--- config.mk ---
export PLATFORM = sky130hd
export DESIGN_NAME = pt_walker
export DESIGN_NICKNAME = d
export VERILOG_FILES = /design/src/rtl/pt_walker_pkg.sv /design/src/rtl/pt_entry_check.sv /design/src/rtl/pt_addr_gen.sv /design/src/rtl/pt_walk_ctrl.sv /design/src/rtl/pt_walker.sv
export SDC_FILE = /design/constraint.sdc
export NUM_CORES = 1
export LEC_CHECK = 0
export BUFFER_PORTS_ARGS = -buffer_cell sky130_fd_sc_hd__buf_4
export CORE_MARGIN = 2
export CORE_UTILIZATION = 40
export DETAILED_ROUTE_END_ITERATION = 12
export HOLD_SLACK_MARGIN = 0.02
export PLACE_DENSITY = 0.67
export SYNTH_ARGS = -nofsm -noshare
export SYNTH_HDL_FRONTEND = slang
export SYNTH_HIERARCHICAL = 1
export SYNTH_SLANG_ARGS = --single-unit
--- constraint.sdc ---
create_clock -name clk -period 1.9 [get_ports clk]
set_input_delay 0.38 -clock clk [delete_from_list [all_inputs] [get_ports clk]]
set_output_delay 0.38 -clock clk [all_outputs]
set_load 0.1 [all_outputs]
--- src/rtl/pt_walker_pkg.sv ---
package pt_walker_pkg;
  localparam int VA_W   = 32;
  localparam int ENT_W  = 32;
  localparam int OFF_W  = 12;
  localparam int IDX_W  = 10;
  localparam int SZ_W   = 2;
  localparam int FC_W   = 3;
  localparam int FRM_W  = VA_W - OFF_W;
  localparam int LG_W   = OFF_W + IDX_W;

  localparam int B_PRES = 0;
  localparam int B_RW   = 1;
  localparam int B_USR  = 2;
  localparam int B_WT   = 3;
  localparam int B_CD   = 4;
  localparam int B_ACC  = 5;
  localparam int B_DRT  = 6;
  localparam int B_BIG  = 7;
  localparam int B_GLB  = 8;

  typedef enum logic [2:0] {
    W_IDLE, W_DIR_RQ, W_DIR_WT, W_TBL_RQ, W_TBL_WT, W_DIR_WB, W_TBL_WB, W_DONE
  } walk_st_t;

  function automatic logic [ENT_W-1:0] mark_entry(input logic [ENT_W-1:0] e,
                                                  input logic set_dirty);
    logic [ENT_W-1:0] r;
    r = e;
    r[B_ACC] = 1'b1;
    if (set_dirty) r[B_DRT] = 1'b1;
    return r;
  endfunction

  function automatic logic needs_update(input logic [ENT_W-1:0] e,
                                        input logic set_dirty);
    return !e[B_ACC] || (set_dirty && !e[B_DRT]);
  endfunction
endpackage

--- src/rtl/pt_entry_check.sv ---
module pt_entry_check
  import pt_walker_pkg::*;
(
  input  logic [B_USR:0] entry_lo,
  input  logic           is_write,
  input  logic           is_user,
  output logic           missing,
  output logic           denied
);
  always_comb begin
    missing = !entry_lo[B_PRES];
    denied  = (is_user && !entry_lo[B_USR]) || (is_write && !entry_lo[B_RW]);
  end
endmodule

--- src/rtl/pt_addr_gen.sv ---
module pt_addr_gen
  import pt_walker_pkg::*;
(
  input  logic [FRM_W-1:0] base_frame,
  input  logic [VA_W-1:0]  va,
  input  logic [FRM_W-1:0] dir_frame,
  input  logic [FRM_W-1:0] fin_frame,
  input  logic             big,
  output logic [VA_W-1:0]  dir_ea,
  output logic [VA_W-1:0]  tbl_ea,
  output logic [VA_W-1:0]  paddr
);
  logic [VA_W-1:0] pa_small, pa_large;

  always_comb begin
    dir_ea   = {base_frame, va[VA_W-1 -: IDX_W], {SZ_W{1'b0}}};
    tbl_ea   = {dir_frame, va[LG_W-1 -: IDX_W], {SZ_W{1'b0}}};
    pa_small = {fin_frame, va[OFF_W-1:0]};
    pa_large = {fin_frame[FRM_W-1 -: IDX_W], va[LG_W-1:0]};
    paddr    = big ? pa_large : pa_small;
  end
endmodule

--- src/rtl/pt_walk_ctrl.sv ---
module pt_walk_ctrl
  import pt_walker_pkg::*;
(
  input  logic              clk,
  input  logic              rst_n,
  input  logic              req_valid,
  output logic              req_ready,
  input  logic [VA_W-1:0]   req_vaddr,
  input  logic              req_write,
  input  logic              req_user,
  input  logic [FRM_W-1:0]  base_in,
  output logic              mem_req_valid,
  input  logic              mem_req_ready,
  output logic              mem_req_we,
  output logic [VA_W-1:0]   mem_req_addr,
  output logic [ENT_W-1:0]  mem_req_wdata,
  input  logic              mem_rsp_valid,
  input  logic [ENT_W-1:0]  mem_rsp_rdata,
  input  logic              rsp_missing,
  input  logic              rsp_denied,
  input  logic [VA_W-1:0]   dir_ea,
  input  logic [VA_W-1:0]   tbl_ea,
  output logic              wr_o,
  output logic              usr_o,
  output logic [VA_W-1:0]   va_o,
  output logic [FRM_W-1:0]  base_o,
  output logic [FRM_W-1:0]  dir_frame_o,
  output logic [FRM_W-1:0]  fin_frame_o,
  output logic              big_o,
  output logic              done,
  output logic              done_fault,
  output logic [FC_W-1:0]   done_fcode,
  output logic              done_rw,
  output logic              done_user,
  output logic              done_global,
  output logic              done_pcd,
  output logic              done_pwt
);
  walk_st_t         st;
  logic [VA_W-1:0]  va_q;
  logic [FRM_W-1:0] base_q;
  logic [ENT_W-1:0] dir_q, tbl_q, fin;
  logic             wr_q, usr_q, big_q, fault_q, prot_q;
  logic             ok;

  assign fin         = big_q ? dir_q : tbl_q;
  assign wr_o        = wr_q;
  assign usr_o       = usr_q;
  assign va_o        = va_q;
  assign base_o      = base_q;
  assign dir_frame_o = dir_q[ENT_W-1:OFF_W];
  assign fin_frame_o = fin[ENT_W-1:OFF_W];
  assign big_o       = big_q;
  assign req_ready   = (st == W_IDLE);

  always_comb begin
    done        = (st == W_DONE);
    ok          = done && !fault_q;
    done_fault  = done && fault_q;
    done_fcode  = done_fault ? {usr_q, wr_q, prot_q} : '0;
    done_rw     = ok && fin[B_RW];
    done_user   = ok && fin[B_USR];
    done_global = ok && fin[B_GLB];
    done_pcd    = ok && fin[B_CD];
    done_pwt    = ok && fin[B_WT];
  end

  always_comb begin
    mem_req_valid = 1'b0;
    mem_req_we    = 1'b0;
    mem_req_addr  = dir_ea;
    mem_req_wdata = '0;
    unique case (st)
      W_DIR_RQ: mem_req_valid = 1'b1;
      W_TBL_RQ: begin
        mem_req_valid = 1'b1;
        mem_req_addr  = tbl_ea;
      end
      W_DIR_WB: begin
        mem_req_valid = 1'b1;
        mem_req_we    = 1'b1;
        mem_req_wdata = mark_entry(dir_q, big_q && wr_q);
      end
      W_TBL_WB: begin
        mem_req_valid = 1'b1;
        mem_req_we    = 1'b1;
        mem_req_addr  = tbl_ea;
        mem_req_wdata = mark_entry(tbl_q, wr_q);
      end
      default: ;
    endcase
  end

  always_ff @(posedge clk or negedge rst_n) begin
    if (!rst_n) begin
      st      <= W_IDLE;
      va_q    <= '0;
      base_q  <= '0;
      dir_q   <= '0;
      tbl_q   <= '0;
      wr_q    <= 1'b0;
      usr_q   <= 1'b0;
      big_q   <= 1'b0;
      fault_q <= 1'b0;
      prot_q  <= 1'b0;
    end else begin
      unique case (st)
        W_IDLE: if (req_valid) begin
          va_q    <= req_vaddr;
          base_q  <= base_in;
          wr_q    <= req_write;
          usr_q   <= req_user;
          big_q   <= 1'b0;
          fault_q <= 1'b0;
          prot_q  <= 1'b0;
          st      <= W_DIR_RQ;
        end
        W_DIR_RQ: if (mem_req_ready) st <= W_DIR_WT;
        W_DIR_WT: if (mem_rsp_valid) begin
          dir_q <= mem_rsp_rdata;
          if (rsp_missing || rsp_denied) begin
            fault_q <= 1'b1;
            prot_q  <= !rsp_missing;
            st      <= W_DONE;
          end else if (mem_rsp_rdata[B_BIG]) begin
            big_q <= 1'b1;
            st    <= needs_update(mem_rsp_rdata, wr_q) ? W_DIR_WB : W_DONE;
          end else begin
            st <= W_TBL_RQ;
          end
        end
        W_TBL_RQ: if (mem_req_ready) st <= W_TBL_WT;
        W_TBL_WT: if (mem_rsp_valid) begin
          tbl_q <= mem_rsp_rdata;
          if (rsp_missing || rsp_denied) begin
            fault_q <= 1'b1;
            prot_q  <= !rsp_missing;
            st      <= W_DONE;
          end else if (!dir_q[B_ACC]) begin
            st <= W_DIR_WB;
          end else begin
            st <= needs_update(mem_rsp_rdata, wr_q) ? W_TBL_WB : W_DONE;
          end
        end
        W_DIR_WB: if (mem_req_ready) begin
          if (big_q || !needs_update(tbl_q, wr_q)) st <= W_DONE;
          else                                     st <= W_TBL_WB;
        end
        W_TBL_WB: if (mem_req_ready) st <= W_DONE;
        W_DONE:   st <= W_IDLE;
        default:  st <= W_IDLE;
      endcase
    end
  end
endmodule

--- src/rtl/pt_walker.sv ---
module pt_walker
  import pt_walker_pkg::*;
(
  input  logic              clk,
  input  logic              rst_n,
  input  logic [VA_W-1:0]   dir_base,
  input  logic              req_valid,
  output logic              req_ready,
  input  logic [VA_W-1:0]   req_vaddr,
  input  logic              req_write,
  input  logic              req_user,
  output logic              mem_req_valid,
  input  logic              mem_req_ready,
  output logic              mem_req_we,
  output logic [VA_W-1:0]   mem_req_addr,
  output logic [ENT_W-1:0]  mem_req_wdata,
  input  logic              mem_rsp_valid,
  input  logic [ENT_W-1:0]  mem_rsp_rdata,
  output logic              done,
  output logic              done_fault,
  output logic [FC_W-1:0]   done_fcode,
  output logic [VA_W-1:0]   done_paddr,
  output logic              done_rw,
  output logic              done_user,
  output logic              done_global,
  output logic              done_pcd,
  output logic              done_pwt
);
  logic [VA_W-1:0]  dir_ea, tbl_ea, pa, va_q;
  logic [FRM_W-1:0] base_q, dir_frame, fin_frame;
  logic             big, wr_q, usr_q, rsp_missing, rsp_denied;
  logic             unused_base_lo;

  assign unused_base_lo = ^dir_base[OFF_W-1:0];

  pt_entry_check u_check (
    .entry_lo (mem_rsp_rdata[B_USR:0]),
    .is_write (wr_q),
    .is_user  (usr_q),
    .missing  (rsp_missing),
    .denied   (rsp_denied)
  );

  pt_addr_gen u_addr (
    .base_frame (base_q),
    .va         (va_q),
    .dir_frame  (dir_frame),
    .fin_frame  (fin_frame),
    .big        (big),
    .dir_ea     (dir_ea),
    .tbl_ea     (tbl_ea),
    .paddr      (pa)
  );

  pt_walk_ctrl u_ctrl (
    .clk           (clk),
    .rst_n         (rst_n),
    .req_valid     (req_valid),
    .req_ready     (req_ready),
    .req_vaddr     (req_vaddr),
    .req_write     (req_write),
    .req_user      (req_user),
    .base_in       (dir_base[VA_W-1:OFF_W]),
    .mem_req_valid (mem_req_valid),
    .mem_req_ready (mem_req_ready),
    .mem_req_we    (mem_req_we),
    .mem_req_addr  (mem_req_addr),
    .mem_req_wdata (mem_req_wdata),
    .mem_rsp_valid (mem_rsp_valid),
    .mem_rsp_rdata (mem_rsp_rdata),
    .rsp_missing   (rsp_missing),
    .rsp_denied    (rsp_denied),
    .dir_ea        (dir_ea),
    .tbl_ea        (tbl_ea),
    .wr_o          (wr_q),
    .usr_o         (usr_q),
    .va_o          (va_q),
    .base_o        (base_q),
    .dir_frame_o   (dir_frame),
    .fin_frame_o   (fin_frame),
    .big_o         (big),
    .done          (done),
    .done_fault    (done_fault),
    .done_fcode    (done_fcode),
    .done_rw       (done_rw),
    .done_user     (done_user),
    .done_global   (done_global),
    .done_pcd      (done_pcd),
    .done_pwt      (done_pwt)
  );

  assign done_paddr = (done && !done_fault) ? pa : '0;
endmodule

==> metrics.cfg, run 1 <==
[run_status]
status = finished with violations
violations = setup timing

[worst_setup_path]
end_kind = output pin
startpoint_type = flop
critPathMostFrequentCell = buf_12
arrival_ns = 1.97
timing.rr.end = u_ctrl/dir_q[21]$_DFFE_PN0P_
crit_path_max_fanout = 7
crit_type = flop to output pin
crit_path_cell_trace = nand2_4, buf_6, nor2_4, and2_4, buf_12, and3b_2, buf_12
cp.required_ns = 1.52
cpPeakStageDelay_ns = 0.43
slowest_stage = dfrtp_2
r2r_slack_ns = -0.09
r2r-start = u_ctrl/st[2]$_DFFE_PN0P_
reg2regPathDepth = 7

[logic_synthesis]
async_flop_share_pct = 100
netlist.area_leader.share_pct = 42.4
ys.warnings.count = 6
synth_top_family_by_area = multiplexers
yosys.area.top_type = dfrtp_1
netlist_instances = 589
syn_area_sq_um = 7310
syn_area_per_cell_sq_um = 12.4
ys_ff_latch = 124
yosys-top-cells-area = dfrtp_1, mux2_2, buf_4
synth_compound_area_share_pct = 5.94
ys_types = 43
synth_most_common_cell = mux2_2
yosysSeqAreaShare_pct = 42.4
synthFlopType = dfrtp_1
yosys-mux-area-fraction_pct = 29.2
synth_edf_count = 0
synth_common_cells = mux2_2, dfrtp_1, buf_4, and3b_2, a22o_1
synth-simple-area-share_pct = 7.25
synth-xor-area-share_pct = 0.240
synth_fa_ha_area_share_pct = 0

[sta]
hold_violations = 0
rsz0062_at_grt = true
worst_slack_ns = -0.453
timing.fmax_ghz = 0.425
max-slew-margin-rel_pct = 65.5
worst_pin_slew_ns = 0.519
setup_viol = 130
clock_skew_ns = 0.00983
fin_crit_ns = 2.35
maxSlewViolCount = 0
post-route-period-util_pct = 124

[clock_tree]
clk_latency_ns = 0.41
cts_tree = yes
cts.sinks = 124
root_buffer = clkbuf_16
clkTransAtPathRegs_ns = 0.06
clockBufferDepth = 2
cts_max_level = 4
cts_buffers = 17

[global_routing]
grt_pass1_wl_um = 33700
track_usage_pct = 22.4
antenna_found_initial = 0
overflow = 0
grt_max_degree = 50
grt_pass1_vias = 5712

[hold_path]
hp-class = input pin to flop
hold_path_startpoint = req_write
worst_hold_path.endpoint = u_ctrl/wr_o$_DFFE_PN0P_
whs_path_depth = 3

[finish]
nets = 845
syn2layout_area_growth_pct = 62.7
drive_gt1_share_pct = 77.7
fillers = 1219
final_cell_count_no_fill = 985

[die]
die_area_sq_um = 19400
die_h_um = 139
start_util_pct = 40.7
die_w_um = 139
fp-row-count = 49
coreArea_sq_um = 18000
pin_count = 212

[route]
first_iter_violations = 188
vias_per_cell = 5.20
vias = 5126
firstDrtPassIters = 5
detail_route.wl_per_cell_um = 23.1
ant_nets = 0
routed_wl_um = 22700
drc = 0

[placement]
dp_cells = 910
gp_congestion = 0.875
portBuffers = 197
place_hpwl_um = 13500

[run]
maxCapViolCount = 0

worst max-delay path by stage:
stage / from / to / slack [ns] / cells past startpoint
after floorplan: u_ctrl/st[1]$_DFFE_PN0P_ / done_paddr[0] / -0.60 / 6
after global placement: u_ctrl/big_o$_DFFE_PN0P_ / done_paddr[18] / -0.05 / 5
after detailed placement: u_ctrl/big_o$_DFFE_PN0P_ / done_paddr[18] / -0.06 / 5
after CTS: u_ctrl/big_o$_DFFE_PN0P_ / done_paddr[18] / -0.45 / 5
after global routing: u_ctrl/st[2]$_DFFE_PN0P_ / done_paddr[26] / -0.52 / 7
final: u_ctrl/st[2]$_DFFE_PN0P_ / done_paddr[30] / -0.45 / 7
state kept, by name, summed over array words and instances, names as in the netlist:
name and count:
u_ctrl/usr_o 1, u_ctrl/base_o 20, u_ctrl/st 3, u_ctrl/wr_o 1
u_ctrl/tbl_q 32, u_ctrl/va_o 32, u_ctrl/fault_q 1, u_ctrl/prot_q 1
u_ctrl/dir_q 32, u_ctrl/big_o 1
critical path, delay by kind of cell, from the launching register on:
kind          cells  cell delay [ns]
buf+inv           3             0.44
simple gates      4             0.68
flops             1             0.43
layout by cell type (no fill, tap or decap), drive strengths merged, types with 6 or more instances in the layout:
master,n
inv,7
buf,268
mux2,180
dfrtp,124
a21oi,6
mux2i,7
clkbuf,29
and3b,32
nor2,14
a22o,30
cell type report:
cell class                      instances  area [sq um]  share of cell area, %
Timing Repair Buffer                  275          3970                   33.4
Clock inverter                          9           111                  0.936
Tap cell                              229           287                   2.41
Inverter                                6          25.0                  0.210
Sequential cell                       124          3110                   26.1
Clock buffer                           23           478                   4.02
Antenna cell                            1          2.50                 0.0210
Multi-Input combinational cell        318          3920                   32.9
metrics by stage:
stage | hold slack, ns | util (%) | TNS (ns) | cell area [sq um] | setup slack, ns
global route | 0.167 | 66.2 | -49.04 | 11900 | -0.515
finish | 0.178 | 66.2 | -41.86 | 11900 | -0.453
detailed placement | 0.304 | 50.2 | -0.886 | 9020 | -0.0627
floorplan | 0.0844 | - | -21.08 | 7880 | -0.604
CTS | 0.160 | 64.6 | -40.07 | 11600 | -0.450
global placement | 0.299 | 50.2 | -0.401 | 9020 | -0.0546
per-layer routing:
layer | GRT usage, % | vias to the layer above | share of wire, %
li1 | - | 2297 | -
met1 | 28.3 | 2636 | 43
met3 | 4.96 | 22 | 4.0
met2 | 39.3 | 171 | 52
met4 | 5.32 | 0 | 1.3
met5 | 0 | - | 0
timing repair:
action / in CTS / in global routing
setup endpoints to repair: 107 / 125
hold buffers: 1 / 0
pin swaps: 23 / 20
setup buffers: 24 / 12
cloned: 9 / 6
gates resized for setup: 380 / 51
endpoints found under the hold margin: 19 / 0
cells by family after synthesis:
logic type,after synthesis
AOI/OAI and AO/OA,56
xor gates and xnor gates,2
buffers and inverters,150
DFF,124
muxes,187
other,1
and+or+nand+nor,69
Power of run 1 is left out: the tool's default activity adds up to more than one toggle a clock period on the data nets, which glitch-free logic cannot reach.
==> inputs of run 2 (changes only) <==
--- a/config.mk
+++ b/config.mk
@@ -10,7 +10,6 @@
 export CORE_UTILIZATION = 40
 export DETAILED_ROUTE_END_ITERATION = 12
 export HOLD_SLACK_MARGIN = 0.02
-export PLACE_DENSITY = 0.67
 export SYNTH_ARGS = -nofsm -noshare
 export SYNTH_HDL_FRONTEND = slang
 export SYNTH_HIERARCHICAL = 1
==> constraint.sdc (replaced) <==
create_clock -name clk -period 3.03 [get_ports clk]
set_input_delay 0.606 -clock clk [delete_from_list [all_inputs] [get_ports clk]]
set_output_delay 0.606 -clock clk [all_outputs]
set_load 0.1 [all_outputs]
==> metrics.cfg, run 2 (synthesis results as in run 1) <==
[run_status]
status = finished clean

[die]
die_h_um = 139
fp-row-count = 49
pin_count = 212
start_util_pct = 40.7
die_area_sq_um = 19400
coreArea_sq_um = 18000
die_w_um = 139

[sta]
setup_viol = 0
worst_pin_slew_ns = 0.845
timing.fmax_ghz = 0.346
max-slew-margin-rel_pct = 43.6
fin_crit_ns = 2.89
timing.hold.ws_ns = 0.425
rsz0062_at_grt = false
maxSlewViolCount = 0
tns_ns = 0
clock_skew_ns = 0.00768
hold_violations = 0
post-route-period-util_pct = 95.5

[placement]
dp_cells = 891
gp_congestion = 0.812
place_hpwl_um = 12400
portBuffers = 197
place_area_sq_um = 8200

[worst_setup_path]
startpoint_type = flop
cpPeakStageDelay_ns = 0.50
reg2regPathDepth = 4
r2r_slack_ns = 0.87
r2r-start = u_ctrl/st[2]$_DFFE_PN0P_
timing.rr.end = u_ctrl/va_o[13]$_DFFE_PN0P_
crit_path_max_fanout = 33
arrival_ns = 2.29
cp.required_ns = 2.42
slowest_stage = dfrtp_1
crit_family = simple AND/OR/NAND/NOR gates
crit_path_cell_trace = buf_4, inv_2, nor2_4, and2_4, and3b_2, buf_4
end_kind = output pin
critPathBufInv = 3
crit_type = flop to output pin
critPathMostFrequentCell = buf_4

[clock_tree]
cts_max_level = 4
clkTransAtPathRegs_ns = 0.06
cts_buffers = 17
clk_latency_ns = 0.40
cts_tree = yes
cts.sinks = 124
clockBufferDepth = 2
root_buffer = clkbuf_16

[finish]
final_common_cell = buf_4
fillers = 1601
final_cell_area_sq_um = 8800
final_cell_count_no_fill = 924
multi_input_area_sq_um = 3160
antenna_cells = 0
nets = 786
drive_gt1_share_pct = 67.8
register_area_sq_um = 3110
syn2layout_area_growth_pct = 20.3
final_cell_mix = buf_4, mux2_2, dfrtp_1

[global_routing]
overflow = 0
antenna_found_initial = 0
grt_pass1_wl_um = 28000
grt_max_degree = 78
grt_pass1_vias = 5241
track_usage_pct = 18.5

[hold_path]
hp-class = input pin to flop
hold_path_startpoint = req_write
worst_hold_path.endpoint = u_ctrl/wr_o$_DFFE_PN0P_
whs_path_depth = 3

[route]
vias = 4707
drc = 0
vias_per_cell = 5.09
routed_wl_um = 17600
ant_nets = 0
first_iter_violations = 163
detail_route.wl_per_cell_um = 19.0
firstDrtPassIters = 4

[run]
maxCapViolCount = 0

## run 2: cell types whose count changed in the layout (fill, tap and decap cells not counted), sizes merged
cell / change
buf: -53
clkbuf: -5
clkinvlp: -1
diode: -1
inv: -1
## run 2: timing repair
item                       4_1_cts  5_1_grt
hold endpoints to repair         5        0
setup endpoints to repair        1       46
setup buffers                    1        0
hold buffers                     1        0
gates resized for setup          0        2
pin swaps                        1        0
## run 2: metrics by stage
stage	setup slack (ns)	util, %
finish	0.137	49.0
global route	0.0310	49.0
CTS	0.0242	49.0
detailed placement	0.453	45.6
global placement	0.472	45.6
floorplan	0.0930	-
## run 2: area by class of cell
class / count / area share, %
clock inverter: 7 / 0.995
clock buffer: 24 / 5.59
inverter: 6 / 0.256
timing repair buffer: 216 / 18.7
tap: 229 / 3.26
sequential: 124 / 35.3
multi-input combinational: 318 / 35.9
## run 2: worst max path at each step
stage,from,endpoint,slack (ns),cells past startpoint
3_5_place_dp,u_ctrl/st[1]$_DFFE_PN0P_,mem_req_wdata[30],0.45,5
5_1_grt,u_ctrl/st[2]$_DFFE_PN0P_,mem_req_addr[7],0.03,6
2_1_floorplan,u_ctrl/st[0]$_DFFE_PN0P_,done_global,0.09,4
6_report,u_ctrl/st[0]$_DFFE_PN0P_,done_paddr[24],0.14,6
3_3_place_gp,u_ctrl/st[1]$_DFFE_PN0P_,mem_req_wdata[21],0.47,5
4_1_cts,u_ctrl/st[1]$_DFFE_PN0P_,mem_req_wdata[30],0.02,5
## run 2: worst reg2reg max path: stages (launching register included)
cell,delay (ns)
dfrtp_1,0.47
buf_4,0.21
nor2b_1,0.18
and2_4,0.74
mux2_2,0.44
## run 2: per-layer routing
| metal | routed length [um] | GRT usage (%) |
|---|---|---|
| met5 | 0 | 0 |
| met3 | 960 | 5.40 |
| met1 | 7530 | 22.7 |
| met2 | 8690 | 31.0 |
| met4 | 382 | 6.65 |
Power of run 2 is left out for the same reason.
==> inputs of run 3 (changes only) <==
--- a/config.mk
+++ b/config.mk
@@ -8,9 +8,11 @@
 export BUFFER_PORTS_ARGS = -buffer_cell sky130_fd_sc_hd__buf_4
 export CORE_MARGIN = 2
 export CORE_UTILIZATION = 40
+export CTS_BUF_LIST = sky130_fd_sc_hd__clkbuf_16
 export DETAILED_ROUTE_END_ITERATION = 12
 export HOLD_SLACK_MARGIN = 0.02
+export PLACE_DENSITY = 0.66
+export RECOVER_POWER = 100
 export SYNTH_ARGS = -nofsm -noshare
 export SYNTH_HDL_FRONTEND = slang
-export SYNTH_HIERARCHICAL = 1
 export SYNTH_SLANG_ARGS = --single-unit
==> metrics.cfg, run 3 <==
[worst_setup_path]
arrival_ns = 2.28
r2r-start = u_ctrl.st[2]$_DFFE_PN0P_
end_kind = output pin
cpPeakStageDelay_ns = 0.40
slowest_stage = dfrtp_1
startpoint_type = flop
startpoint = u_ctrl.st[2]$_DFFE_PN0P_
r2r_slack_ns = 0.34
timing.critical_path.to = mem_req_addr[13]
crit_type = flop to output pin
reg2regPathDepth = 5
cp.required_ns = 2.42
crit_path_max_fanout = 30
crit_path_cell_trace = clkbuf_2, xor2_1, nand2_1, buf_6, mux2_2, clkbuf_4
timing.rr.end = u_ctrl.va_o[13]$_DFFE_PN0P_

[placement]
portBuffers = 197
gp_congestion = 0.789
place_hpwl_um = 11100
place_area_sq_um = 7760
pre_cts_ws_ns = 0.541

[logic_synthesis]
synth_edf_count = 0
ys_ff_latch = 124
yosys-top-cells-area = dfrtp_1, mux2_2, mux2_1
ys.warnings.count = 0
synthFlopType = dfrtp_1
syn_area_sq_um = 6100
synth_common_cells = dfrtp_1, mux2_2, mux2_1, nor2_1, a22o_1
yosysSeqAreaShare_pct = 50.9
yosys.area.top_type = dfrtp_1
netlist.area_leader.share_pct = 50.9
netlist_instances = 469
ys_types = 39
syn_area_per_cell_sq_um = 13.0
synth_most_common_cell = dfrtp_1
async_flop_share_pct = 100

[route]
drc = 0
vias_per_cell = 5.24
routed_wl_um = 15800
detail_route.wl_per_cell_um = 18.3
vias = 4522
first_iter_violations = 172
firstDrtPassIters = 4
ant_nets = 0

[sta]
hold_violations = 0
timing.fmax_ghz = 0.347
timing.hold.ws_ns = 0.408
rsz0062_at_grt = false
setup_viol = 0
maxSlewViolCount = 58
tns_ns = 0
post-route-period-util_pct = 95.1
clock_skew_ns = 0.00890
fin_crit_ns = 2.88
worst_slack_ns = 0.148
max-slew-margin-rel_pct = -2.78
worst_pin_slew_ns = 1.54

[die]
coreArea_sq_um = 15000
die_area_sq_um = 16300
die_w_um = 127
pin_count = 212
die_h_um = 127
fp-row-count = 45
start_util_pct = 40.6

[finish]
syn2layout_area_growth_pct = 32.4
final_cell_mix = dfrtp_1, mux2_2, buf_4
nets = 766
final_cell_area_sq_um = 8080
antenna_cells = 0
fillers = 1359
drive_gt1_share_pct = 52.6
multi_input_area_sq_um = 2750
register_area_sq_um = 3110
final_common_cell = dfrtp_1

[global_routing]
overflow = 0
antenna_found_initial = 0
track_usage_pct = 20.3
grt_pass1_wl_um = 25400
grt_pass1_vias = 4847
grt_max_degree = 58

[run]
maxCapViolCount = 1

[clock_tree]
clkTransAtPathRegs_ns = 0.05
cts_buffers = 17
ctsHoldBuffers = 0
root_buffer = clkbuf_16
clk_latency_ns = 0.41
cts.sinks = 124
cts_max_level = 4
clockBufferDepth = 2
cts_tree = yes

[hold_path]
hp-class = input pin to flop

[run_status]
violations = capacitance limit, slew limit
status = finished with violations

-- run 3: changes by cell type in the layout (fill, tap and decap cells not counted), moves of 10 or more --
| cell | delta |
|---|---|
| buf_4 | -114 |
| mux2_1 | +32 |
| and3b_2 | -32 |
| nor2_1 | +19 |
| clkbuf_4 | +44 |
| buf_2 | +38 |
| mux2_2 | -55 |
| and2_1 | +14 |
| clkbuf_2 | +29 |
| mux2i_1 | +19 |
| mux2_4 | -10 |
-- run 3: through the flow --
step	utilization, %	instances
finish	53.7	863
global route	53.7	863
CTS	55.2	863
global placement	51.6	832
floorplan	-	470
detailed placement	51.6	832
-- run 3: how the worst min path moves through the flow --
stage | startpoint | end | slack [ns] | cells past startpoint
2_1_floorplan | rst_n | u_ctrl.base_o[0]$_DFFE_PN0P_ | 0.31 | 0
3_3_place_gp | u_ctrl.tbl_q[9]$_DFFE_PN0P_ | u_ctrl.tbl_q[9]$_DFFE_PN0P_ | 0.47 | 1
3_5_place_dp | u_ctrl.tbl_q[11]$_DFFE_PN0P_ | u_ctrl.tbl_q[11]$_DFFE_PN0P_ | 0.48 | 1
4_1_cts | rst_n | u_ctrl.va_o[0]$_DFFE_PN0P_ | 0.29 | 1
5_1_grt | req_vaddr[8] | u_ctrl.va_o[8]$_DFFE_PN0P_ | 0.41 | 2
6_report | req_write | u_ctrl.wr_o$_DFFE_PN0P_ | 0.41 | 3
-- run 3: cell families after synthesis --
group | share of synthesized area [%]
xor gates and xnor gates | 0.431
other | 0.0615
muxes | 31.4
AOI/OAI and AO/OA | 6.95
DFF | 50.9
and+or+nand+nor | 6.07
buffers and inverters | 4.21
-- run 3: per-layer routing --
metal	wire length, um	track usage (%)	part of all wire [%]
met1	6590	24.8	42
met2	7740	33.0	49
met3	1190	7.79	7.5
met4	255	7.18	1.6
met5	0	0	0
-- run 3: worst max-delay path: cells and delay by family, from the launching register on --
kind | cells | cell delay [ns]
xor+xnor | 1 | 0.17
buf+inv | 3 | 0.78
flops | 1 | 0.40
mux | 1 | 0.39
simple gates | 1 | 0.09
-- run 3: repair_timing --
item / 4_1_cts / 5_1_grt
buffers inserted: 0 / 0
endpoints found under the setup margin: 0 / 14
gates resized for setup: 0 / 2
-- run 3: layout make-up --
class / instances / share of cell area [%]
sequential: 124 / 38.5
multi-input combinational: 305 / 34.1
timing repair buffer: 212 / 17.7
clock buffer: 17 / 5.27
tap: 188 / 2.91
clock inverter: 14 / 1.41
inverter: 3 / 0.139
Power of run 3 is left out for the same reason.
